### config.mk
export PLATFORM = sky130hd
export DESIGN_NAME = uvp_guard
export DESIGN_NICKNAME = d
export VERILOG_FILES = /design/src/rtl/uvp_pkg.sv /design/src/rtl/uvp_cell_reduce.sv /design/src/rtl/uvp_step_counter.sv /design/src/rtl/uvp_fet_ctrl.sv /design/src/rtl/uvp_guard.sv
export SDC_FILE = /design/constraint.sdc
export NUM_CORES = 1
export LEC_CHECK = 0
export BUFFER_PORTS_ARGS = -buffer_cell sky130_fd_sc_hd__buf_2
export CAP_MARGIN = 20
export CORE_ASPECT_RATIO = 0.9
export CORE_MARGIN = 2
export CORE_UTILIZATION = 57
export CTS_BUF_LIST = sky130_fd_sc_hd__clkbuf_2 sky130_fd_sc_hd__clkbuf_4 sky130_fd_sc_hd__clkbuf_8
export CTS_CLUSTER_SIZE = 20
export DETAILED_ROUTE_END_ITERATION = 8
export PLACE_DENSITY = 0.86
export SYNTH_ARGS = -nofsm -noshare
export SYNTH_HDL_FRONTEND = slang
export SYNTH_SLANG_ARGS = --single-unit
### constraint.sdc
create_clock -name clk -period 4.9 [get_ports clk]
set_clock_uncertainty 0.05 [all_clocks]
set_input_delay 0.245 -clock clk [delete_from_list [all_inputs] [get_ports clk]]
set_output_delay 0.245 -clock clk [all_outputs]
set_load 0.01 [all_outputs]
### src/rtl/uvp_pkg.sv
package uvp_pkg;
    typedef enum logic [2:0] {
        ST_RUN,
        ST_DETECT,
        ST_SLEEP,
        ST_LOCK,
        ST_BLOCK,
        ST_WAIT,
        ST_RELEASE
    } uvp_state_t;

    function automatic int unsigned imax(input int unsigned a, input int unsigned b);
        return (a > b) ? a : b;
    endfunction
endpackage

### src/rtl/uvp_cell_reduce.sv
module uvp_cell_reduce #(
    parameter int NCELL = 3
) (
    input  logic [NCELL-1:0] low_i,
    input  logic [NCELL-1:0] rel_i,
    input  logic [NCELL-1:0] ce_i,
    output logic             any_low_o,
    output logic             all_rel_o,
    output logic             all_ce_o
);
    logic [NCELL:0] low_chain;
    logic [NCELL:0] rel_chain;
    logic [NCELL:0] ce_chain;

    assign low_chain[0] = 1'b0;
    assign rel_chain[0] = 1'b1;
    assign ce_chain[0]  = 1'b1;

    for (genvar i = 0; i < NCELL; i++) begin : g_cell
        assign low_chain[i+1] = low_chain[i] | low_i[i];
        assign rel_chain[i+1] = rel_chain[i] & rel_i[i];
        assign ce_chain[i+1]  = ce_chain[i]  & ce_i[i];
    end

    assign any_low_o = low_chain[NCELL];
    assign all_rel_o = rel_chain[NCELL];
    assign all_ce_o  = ce_chain[NCELL];
endmodule

### src/rtl/uvp_step_counter.sv
module uvp_step_counter #(
    parameter int CW = 8
) (
    input  logic          clk,
    input  logic          rst_n,
    input  logic          clr_i,
    input  logic          inc_i,
    output logic [CW-1:0] cnt_o
);
    always_ff @(posedge clk or negedge rst_n) begin
        if (!rst_n) begin
            cnt_o <= '0;
        end else if (clr_i) begin
            cnt_o <= '0;
        end else if (inc_i) begin
            cnt_o <= cnt_o + 1'b1;
        end
    end
endmodule

### src/rtl/uvp_fet_ctrl.sv
module uvp_fet_ctrl
    import uvp_pkg::*;
(
    input  logic       clk,
    input  logic       rst_n,
    input  uvp_state_t state_i,
    input  uvp_state_t state_nxt_i,
    input  logic       wr_en_i,
    input  logic       wr_sel_i,
    input  logic       wr_val_i,
    output logic       cfet_o,
    output logic       dfet_o
);
    always_ff @(posedge clk or negedge rst_n) begin
        if (!rst_n) begin
            cfet_o <= 1'b1;
            dfet_o <= 1'b1;
        end else if (state_nxt_i == ST_SLEEP || state_nxt_i == ST_LOCK ||
                     state_nxt_i == ST_BLOCK) begin
            cfet_o <= 1'b0;
            dfet_o <= 1'b0;
        end else begin
            unique case (state_i)
                ST_RUN, ST_DETECT: begin
                    if (wr_en_i && wr_sel_i)  dfet_o <= wr_val_i;
                    if (wr_en_i && !wr_sel_i) cfet_o <= wr_val_i;
                end
                ST_WAIT, ST_RELEASE: begin
                    dfet_o <= 1'b0;
                    if (wr_en_i && !wr_sel_i) cfet_o <= wr_val_i;
                end
                default: begin
                    cfet_o <= cfet_o;
                    dfet_o <= dfet_o;
                end
            endcase
        end
    end
endmodule

### src/rtl/uvp_guard.sv
module uvp_guard
    import uvp_pkg::*;
#(
    parameter int NCELL       = 3,
    parameter int UV_TICKS    = 8,
    parameter int OV_TICKS    = 6,
    parameter int GUARD_TICKS = 10,
    parameter int REL_TICKS   = 12
) (
    input  logic             clk,
    input  logic             rst_n,
    input  logic [NCELL-1:0] cell_low,
    input  logic [NCELL-1:0] cell_rel,
    input  logic [NCELL-1:0] cell_ce_ok,
    input  logic             chg_present,
    input  logic             ce_cfg,
    input  logic             mon_mode,
    input  logic             sample_tick,
    input  logic             wr_en,
    input  logic             wr_sel,
    input  logic             wr_val,
    output logic             cfet_on,
    output logic             dfet_on,
    output logic             sleep_req,
    output logic             host_en,
    output logic             busy
);
    localparam int LOCK_TICKS = int'(imax(OV_TICKS, UV_TICKS)) + GUARD_TICKS;
    localparam int MAXT       = int'(imax(imax(UV_TICKS, LOCK_TICKS), imax(REL_TICKS, 2)));
    localparam int CW         = $clog2(MAXT + 1);
    localparam logic [CW-1:0] UV_LAST   = CW'(UV_TICKS - 1);
    localparam logic [CW-1:0] LOCK_LAST = CW'(LOCK_TICKS - 1);
    localparam logic [CW-1:0] REL_LAST  = CW'(REL_TICKS - 1);
    localparam logic [CW-1:0] ONE_SMP   = CW'(1);

    uvp_state_t    state, state_nxt;
    logic          any_low, all_rel, all_ce;
    logic          cnt_clr, cnt_inc;
    logic [CW-1:0] cnt;
    logic          rel_done;

    uvp_cell_reduce #(.NCELL(NCELL)) u_reduce (
        .low_i(cell_low), .rel_i(cell_rel), .ce_i(cell_ce_ok),
        .any_low_o(any_low), .all_rel_o(all_rel), .all_ce_o(all_ce)
    );

    uvp_step_counter #(.CW(CW)) u_cnt (
        .clk(clk), .rst_n(rst_n), .clr_i(cnt_clr), .inc_i(cnt_inc), .cnt_o(cnt)
    );

    uvp_fet_ctrl u_fet (
        .clk(clk), .rst_n(rst_n), .state_i(state), .state_nxt_i(state_nxt),
        .wr_en_i(wr_en), .wr_sel_i(wr_sel), .wr_val_i(wr_val),
        .cfet_o(cfet_on), .dfet_o(dfet_on)
    );

    // Release qualification: timer in monitor mode, two sample ticks otherwise
    assign rel_done = mon_mode ? (cnt == REL_LAST) : (sample_tick && cnt == ONE_SMP);

    always_comb begin
        state_nxt = state;
        unique case (state)
            ST_RUN:     if (any_low) state_nxt = ST_DETECT;
            ST_DETECT: begin
                if (!any_low)            state_nxt = ST_RUN;
                else if (cnt == UV_LAST) state_nxt = ST_SLEEP;
            end
            ST_SLEEP:   if (chg_present) state_nxt = ST_LOCK;
            ST_LOCK: begin
                if (cnt == LOCK_LAST) state_nxt = (ce_cfg && !all_ce) ? ST_BLOCK : ST_WAIT;
            end
            ST_BLOCK:   if (!ce_cfg) state_nxt = ST_WAIT;
            ST_WAIT:    if (all_rel) state_nxt = ST_RELEASE;
            ST_RELEASE: begin
                if (!all_rel)     state_nxt = ST_WAIT;
                else if (rel_done) state_nxt = ST_RUN;
            end
            default:    state_nxt = ST_RUN;
        endcase
    end

    assign cnt_clr = (state_nxt != state);
    assign cnt_inc = (state == ST_DETECT) || (state == ST_LOCK) ||
                     (state == ST_RELEASE && (mon_mode || sample_tick));

    always_ff @(posedge clk or negedge rst_n) begin
        if (!rst_n) state <= ST_RUN;
        else        state <= state_nxt;
    end

    always_comb begin
        sleep_req = (state == ST_SLEEP);
        host_en   = (state != ST_SLEEP);
        busy      = (state == ST_LOCK);
    end

    // normal mode never jumps straight to sleep
    p_no_direct_sleep_r2: assert property (@(posedge clk) disable iff (!rst_n)
        (state == ST_RUN) |=> (state != ST_SLEEP));

    // asleep means both FETs open and host cut off
    p_sleep_safe_r3: assert property (@(posedge clk) disable iff (!rst_n)
        sleep_req |-> (!cfet_on && !dfet_on && !host_en));

    // no wake without the charger
    p_stay_asleep_r4: assert property (@(posedge clk) disable iff (!rst_n)
        (sleep_req && !chg_present) |=> sleep_req);

    // lockout keeps both FETs open
    p_lock_fets_off_r5: assert property (@(posedge clk) disable iff (!rst_n)
        busy |-> (!cfet_on && !dfet_on));

    // blocked charging holds while the configuration bit is set
    p_block_hold_r6: assert property (@(posedge clk) disable iff (!rst_n)
        (state == ST_BLOCK && ce_cfg) |=> (state == ST_BLOCK && !cfet_on && !dfet_on));

    // discharge FET open in every protected awake state
    p_prot_dfet_off_r8: assert property (@(posedge clk) disable iff (!rst_n)
        (state == ST_LOCK || state == ST_BLOCK || state == ST_WAIT || state == ST_RELEASE)
        |-> !dfet_on);

    // a release-threshold drop aborts qualification
    p_release_abort_r9: assert property (@(posedge clk) disable iff (!rst_n)
        (state == ST_RELEASE && !all_rel) |=> (state == ST_WAIT));

    // recovery lands in normal mode with the discharge FET still open
    p_recover_dfet_r11: assert property (@(posedge clk) disable iff (!rst_n)
        (state == ST_RELEASE && state_nxt == ST_RUN) |=> (state == ST_RUN && !dfet_on));
endmodule

# Word level (Yosys, flattened, before mapping)
# Index checks and enable logic that the tools add are counted.
# totals
reg_bits	10
input_bits	18
elab_cells	69
# classes
add_sub_neg	1
eq_ne	16
mux	20
n_bitwise	6
reduce_logical	22
# ops
op	count
3-bit two-way mux	9
3-bit one-hot mux with 7 select lines	1
3-bit by 2-bit == test with 1-bit output (second input constant)	4
3-bit == test (second input constant)	4
5-bit two-way mux	2
1-bit two-way mux	7
2-bit nonzero test	3
5-bit by 1-bit adder with 5-bit output (second input constant)	1
5-bit by 1-bit == test with 1-bit output (second input constant)	1
5-bit by 3-bit == test with 1-bit output (second input constant)	1
5-bit by 4-bit == test with 1-bit output (second input constant)	1
5-bit == test (second input constant)	1
1-bit logical AND	5
1-bit logical OR	5
1-bit AND	4
2-bit AND reduction	2
2-bit OR reduction	2
4-bit OR reduction	1
3-bit by 1-bit == test with 1-bit output (second input constant)	1
3-bit zero test	1
3-bit by 1-bit != test with 1-bit output (second input constant)	1
3-bit by 2-bit != test with 1-bit output (second input constant)	1
3-bit != test	1
3-bit nonzero test	1
3 further kinds	5

# Longest topological paths before layout
# Gate-level depths: netlist of the first run.
# depth
depth_word	12
depth_mapped	7

# Modules after synthesis
# Synthesis of the first run repeated with hierarchy kept, for this count alone.
# hier_totals
hier_cells	97
area_unflattened_um2	837.1
# modules_own_cells
module	n_inst	cells_per_inst	area_each_um2
uvp_guard	1	54	412.9
uvp_step_counter	1	22	252.7
uvp_fet_ctrl	1	18	152.6
uvp_cell_reduce	1	3	18.8

# Worst setup path after synthesis of the first run
# No wires, ideal clock.
# synth_path
path_kind	register to register
start	register u_cnt.cnt_o[1]
end	register u_cnt.cnt_o[2]
t_arrival_ps	1749
path_slack_ps	2958
path_stages_with_launch	8
path_buffers	0
synth_period_minus_slack_ps	1942
cell_sequence	dfrtp_1 > inv_1 > ha_1 > and4bb_2 > nor3_2 > a2111oi_4 > mux2i_1 > nor3_1
# synth_via
elab_chain_len	8
word_cells_on_any_way	17
# synth_rtl
element	line	rtl
from (decl)	uvp_step_counter.sv:8	output logic [CW-1:0] cnt_o
from (signal assigned)	uvp_step_counter.sv:16	cnt_o <= cnt_o + 1'b1;
5-bit by 1-bit == test with 1-bit output	uvp_guard.sv:58	assign rel_done = mon_mode ? (cnt == REL_LAST) : (sample_tick && cnt == ONE_SMP);
1-bit logical AND	uvp_guard.sv:58	
1-bit two-way mux	uvp_guard.sv:58	
3-bit two-way mux	uvp_guard.sv:76	else if (rel_done) state_nxt = ST_RUN;
3-bit two-way mux	uvp_guard.sv:75	if (!all_rel) state_nxt = ST_WAIT;
3-bit one-hot mux with 7 select lines	uvp_guard.sv:62	unique case (state)
3-bit != test	uvp_guard.sv:82	assign cnt_clr = (state_nxt != state);
5-bit two-way mux or 2-bit nonzero test (tied branches)	-	
# Several ways; a longest one is shown, not always the timed one. The select of a mux whose other input is x is not followed.
# A chain may end at the register's enable or synchronous reset.

# Final worst setup path of the first run
# layout_path
start	register u_cnt.cnt_o[1]
end	register u_cnt.cnt_o[4]
# The elaborated chain is that of the path after synthesis.

==> metrics.txt, run 1 <==
worst vdd ir=0.000359 V; Starting Density=59.0%; warnings from Yosys=0; # DRC=0; hold slack final=0.209 ns; core box area=1400 um2; hpwl dp=1410 um; vias in the first global route=703; drt wl/cell=14.7 um; largest family of logic cells by synthesized area=simple AND/OR/NAND/NOR gates; PostCTS Resize Cnt=0; DRT Wirelength=1870 um; Routed Antenna Nets=0; RR Endpoint=u_cnt.cnt_o[4]$_DFFE_PN0P_; mean area per synthesized cell=9.38 um2; post-synthesis simple-gate area fraction=33.5%; mux contribution to synthesized area=2.42%; die width=44.1 um; final net count=133; post-synthesis register bit count=10; fin. max-slew vios=0; area grow syn2layout=18.3%; crit share post-route=44.1%; die height=40.1 um; CP required=4.99 ns; IO buf count=22; n_diodes=0; Async SR Flop Fraction=100%; Synth Area in Compound Gates=19.2%; Slew @ Worst Pin=0.662 ns; Final Critical Period=2.16 ns; commonest non-fill, non-tap cell in the layout=buf_2; LEAKAGE=0.431 nW; CTS tree=yes; Max Fclk=0.463 GHz; postcts setup bufs=0; Post-synth EDFFs=0; Hold WC Path Type=in -> reg; Post-synth top flop=dfrtp_1; unrepaired setup endpoints after global routing=no; Root Driver=clkbuf_4; Worst-Skew Late Latency=0.28 ns; Final TNS setup=0 ns; Mapped Cells=88; Remaining Overflow, GRT=0; R2R cell count=7; commonest cells after routing, fill and taps aside=22 x buf_2, 10 x nor3_1, 8 x dfrtp_1; Die Area=1770 um2; Worst Path Arrival=2.25 ns; R2R Path Start=u_cnt.cnt_o[1]$_DFFE_PN0P_; Crit Path Max Fanout=5; total of max-cap violations=0; xor/xnor share of the synthesized area=5.30%; post-synthesis adder-cell area fraction=4.24%; Worst-path clk slew=0.07 ns; critical path class=reg -> reg; syn_nets=108; CP Capture Point=u_cnt.cnt_o[4]$_DFFE_PN0P_; htree depth=1; final hold vios=0; # fillers=108; antenna violations before repair=0; Clock Sinks=10; mapped cell area=826 um2; io pins=23; gr usage total=23.8%; ratio of cells with drive above 1 in the final layout=37.5%; largest net degree at the start of global routing=17; vias=786; Cell Rows=13; DRT iter0 DRCs=24; Critical Path Start Type=flop; first-pass GRT wire length=2930 um; GPL Wtd Cong=0.845; DR vias/cell=6.19; CTS buffer count=3; Pre-Repair DR Iteration Count=5; CP startpoint=u_cnt.cnt_o[1]$_DFFE_PN0P_; post-synthesis cell type count=43; status=finished clean; Clock Tree Buf Depth=2; register area share after synthesis=30.6%; cts hold-fix bufs=1; worst reg-to-reg setup slack=2.74 ns; Rel. slew slack=55.5%; P per Cell Area=535 nW/um2; Setup-failing EPs final=0; CP endpoint kind=flop
[where the power goes]
part           switching (mW)  internal [mW]  total [mW]
Clock                  0.0336         0.0453      0.0789
Sequential             0.0485          0.113       0.161
Combinational           0.152          0.131       0.283
Total                   0.234          0.289       0.523
[stage by stage]
stage | total power [mW] | worst slack, ns | utilization (%) | cells | cell area [um2]
finish | 0.523 | 2.74 | 69.9 | 127 | 977
global route | 0.559 | 2.60 | 69.9 | 127 | 977
global placement | 0.431 | 2.84 | 66.5 | 122 | 931
CTS | 0.521 | 2.74 | 69.9 | 127 | 977
floorplan | 0.388 | 2.96 | - | 88 | 826
detailed placement | 0.440 | 2.74 | 66.5 | 122 | 931
[kinds of logic (layout without fill, tap and decap cells)]
group | Yosys count | count (layout)
AO/OA/AOI/OAI | 19 | 19
XOR/XNOR | 5 | 5
adder cells (fa/ha/maj) | 3 | 3
buffers and inverters | 7 | 31
flip-flops | 10 | 10
multiplexers | 2 | 2
AND/OR/NAND/NOR | 42 | 42
[routing by layer]
layer,part of all wire [%],track usage [%]
met5,0,0
met4,1.5,9.85
met3,6.5,7.21
met2,47,39.7
met1,45,29.0
[flip-flops by register name, summed over array words and instances, names as in the netlist]
register and flops:
u_fet.dfet_o 1, u_fet.cfet_o 1, u_cnt.cnt_o 5, state 3
[worst min-delay path by stage]
stage,from,endpoint,slack [ns],depth (start not counted)
6_report,wr_val,u_fet.cfet_o$_DFFE_PN1P_,0.21,3
4_1_cts,wr_val,u_fet.cfet_o$_DFFE_PN1P_,0.21,3
3_5_place_dp,rst_n,state[1]$_DFF_PN0_,0.07,1
5_1_grt,wr_val,u_fet.cfet_o$_DFFE_PN1P_,0.25,3
2_1_floorplan,rst_n,state[0]$_DFF_PN0_,-0.10,0
3_3_place_gp,rst_n,state[1]$_DFF_PN0_,0.07,1
[cell type report]
| cell class | count | area [um2] | share of cell area [%] |
|---|---|---|---|
| Tap cell | 15 | 18.8 | 1.92 |
| Sequential cell | 10 | 253 | 25.9 |
| Multi-Input combinational cell | 71 | 534 | 54.7 |
| Inverter | 4 | 15.0 | 1.54 |
| Timing Repair Buffer | 23 | 120 | 12.3 |
| Clock buffer | 4 | 36.3 | 3.71 |
[worst max-delay path, stage by stage (launching register included)]
cell       delay, ns
dfrtp_1         0.41
inv_1           0.06
ha_1            0.15
and4bb_2        0.29
nor3_2          0.07
a2111oi_4       0.40
mux2i_1         0.47
nor3_1          0.12
[Yosys cell counts, drive strengths merged, types with 3 or more instances]
master	n	area share (%)
xor2	3	3.2
dfrtp	8	24
nand2	5	2.3
o21ai	6	4.1
a21oi	4	2.9
nor3	11	7.3
inv	4	1.8
nand3	3	1.8
or2b	3	3.2
No activity file was read; power rests on OpenSTA's default activity.
==> run 2, diff against run 1 <==
Settings changed: CORE_UTILIZATION 57 to 48, PLACE_DENSITY 0.86 to 0.77.
Clock period 4.9 ns to 1.85 ns, I/O delays scaled along.
==> run 2 against run 1 <==
  * The run now ends with negative setup slack left
  * Die area grew 17%
  * Utilization grew 3.5 points
  * Sequential power grew 150%
  * Power grew to 3.5 times the previous value
  * First-iteration DRC count shrank 4.2%
  * Global-route usage grew 3.0 points
  * Critical path depth is the same
  * Combinational power grew to 4.4 times the previous value
  * Maximum frequency grew 11%
  * Worst setup slack lost 2.8 ns
==> metrics.txt, run 2 (synthesis gave the netlist of run 1 again) <==
core box area=1650 um2; crit share post-route=105%; Slew @ Worst Pin=0.455 ns; Cells after DPL=149; Rel. slew slack=69.4%; Clock Tree Buf Depth=2; Biggest register=u_cnt.cnt_o; final core occ=73.4%; die width=47.7 um; dpl cell area=1080 um2; Reg power frac=21.6%; final worst slack=-0.0901 ns; drt wl/cell=14.9 um; CTS tree=yes; Largest register FFs=5; commonest cells after routing, fill and taps aside=22 x buf_2, 20 x buf_4, 9 x nor3_1; total of max-cap violations=0; Worst Path Arrival=2.02 ns; Worst-path clk slew=0.07 ns; Pwr Total=1.84 mW; n_diodes=0; status=finished, violations left; final net count=154; vias in the first global route=884; largest net degree at the start of global routing=11; Root Driver=clkbuf_4; hold slack final=0.165 ns; Post-Layout Cell Count=157; die height=43.4 um; area grow syn2layout=46.4%; NetSw=779 uW; ratio of cells with drive above 1 in the final layout=54.1%; failing checks=negative setup slack; fin. max-slew vios=0; Routed Antenna Nets=0; unrepaired setup endpoints after global routing=yes; first-pass GRT wire length=3860 um; worst vdd ir=0.000857 V; CTS buffer count=3; pre-CTS setup slack=-0.0977 ns; Switching Fraction=42.4%; Setup-failing EPs final=7; CP endpoint kind=flop; part of the power in combinational logic=67.9%; vias=867; htree depth=1; Worst-Skew Late Latency=0.26 ns; IO buf count=22; clock share of power=10.6%; io pins=23; Max Fclk=0.515 GHz; Pre-Repair DR Iteration Count=4; Die Area=2070 um2; Remaining Overflow, GRT=0; critical path class=reg -> reg; P per Cell Area=1520 nW/um2; final hold vios=0; Crit Path Max Fanout=5; hpwl dp=1780 um; Starting Density=50.2%; CP required=1.93 ns; Critical Path Start Type=flop; DR vias/cell=5.52; commonest non-fill, non-tap cell in the layout=buf_2; antenna violations before repair=0; gr usage total=26.8%; Cell Rows=14; GPL Wtd Cong=0.865; Final Critical Period=1.94 ns; Pint=1.06 mW; LEAKAGE=0.545 nW; Hold WC Path Type=in -> async; Final TNS setup=-0.484 ns; Clock Sinks=10; Final Cell Area=1210 um2; DRT iter0 DRCs=23; # DRC=0; Largest regs=u_cnt.cnt_o (5), state (3); DRT Wirelength=2340 um
## run 2: area by class of cell
class	count	area [um2]
clock buffers	4	36.3
inverters	4	15.0
multi-input cells	71	592
flip-flops and latches	10	254
well taps	24	30.0
fillers	135	438
repair buffers	44	282
## run 2: path summary, 6_finish.rpt
| check | startpoint | end | slack [ns] | cells past startpoint |
|---|---|---|---|---|
| min in group clk | wr_val | u_fet.cfet_o$_DFFE_PN1P_ | 0.17 | 3 |
| worst min register to register | u_fet.dfet_o$_DFFE_PN1P_ | u_fet.dfet_o$_DFFE_PN1P_ | 0.59 | 2 |
| worst max-delay path | u_cnt.cnt_o[1]$_DFFE_PN0P_ | u_cnt.cnt_o[1]$_DFFE_PN0P_ | -0.09 | 7 |
| worst min-delay path | rst_n | u_cnt.cnt_o[4]$_DFFE_PN0P_ | 0.17 | 2 |
| max in group asynchronous | rst_n | u_fet.dfet_o$_DFFE_PN1P_ | 1.33 | 2 |
| worst max register to register | u_cnt.cnt_o[1]$_DFFE_PN0P_ | u_cnt.cnt_o[1]$_DFFE_PN0P_ | -0.09 | 7 |
## run 2: repair_timing
| action | in CTS | in global routing |
|---|---|---|
| hold buffers | 1 | 0 |
| resized for setup | 6 | 7 |
| pin swaps | 2 | 4 |
| setup buffers | 2 | 1 |
| endpoints found under the hold margin | 10 | 0 |
| setup endpoints to repair | 7 | 9 |
## run 2: power by group through the flow
stage               combinational (mW)  clock (mW)  sequential [mW]
floorplan                        0.679           0            0.368
global placement                 0.970           0            0.380
detailed placement                1.01           0            0.386
CTS                               1.13       0.203            0.391
global route                      1.35       0.211            0.408
finish                            1.25       0.194            0.396
## run 2: worst max-delay path, stage by stage, from the launching register on
cell	delay (ns)
dfrtp_1	0.40
ha_2	0.20
and4bb_2	0.27
nor4_4	0.06
a2111oi_4	0.36
mux2i_2	0.27
buf_6	0.16
a2111oi_4	0.04
## run 2: metal layers
| metal | GRT usage (%) | wire [um] |
|---|---|---|
| met5 | 0 | 0 |
| met4 | 8.65 | 51 |
| met3 | 7.92 | 109 |
| met2 | 44.0 | 1230 |
| met1 | 33.1 | 949 |
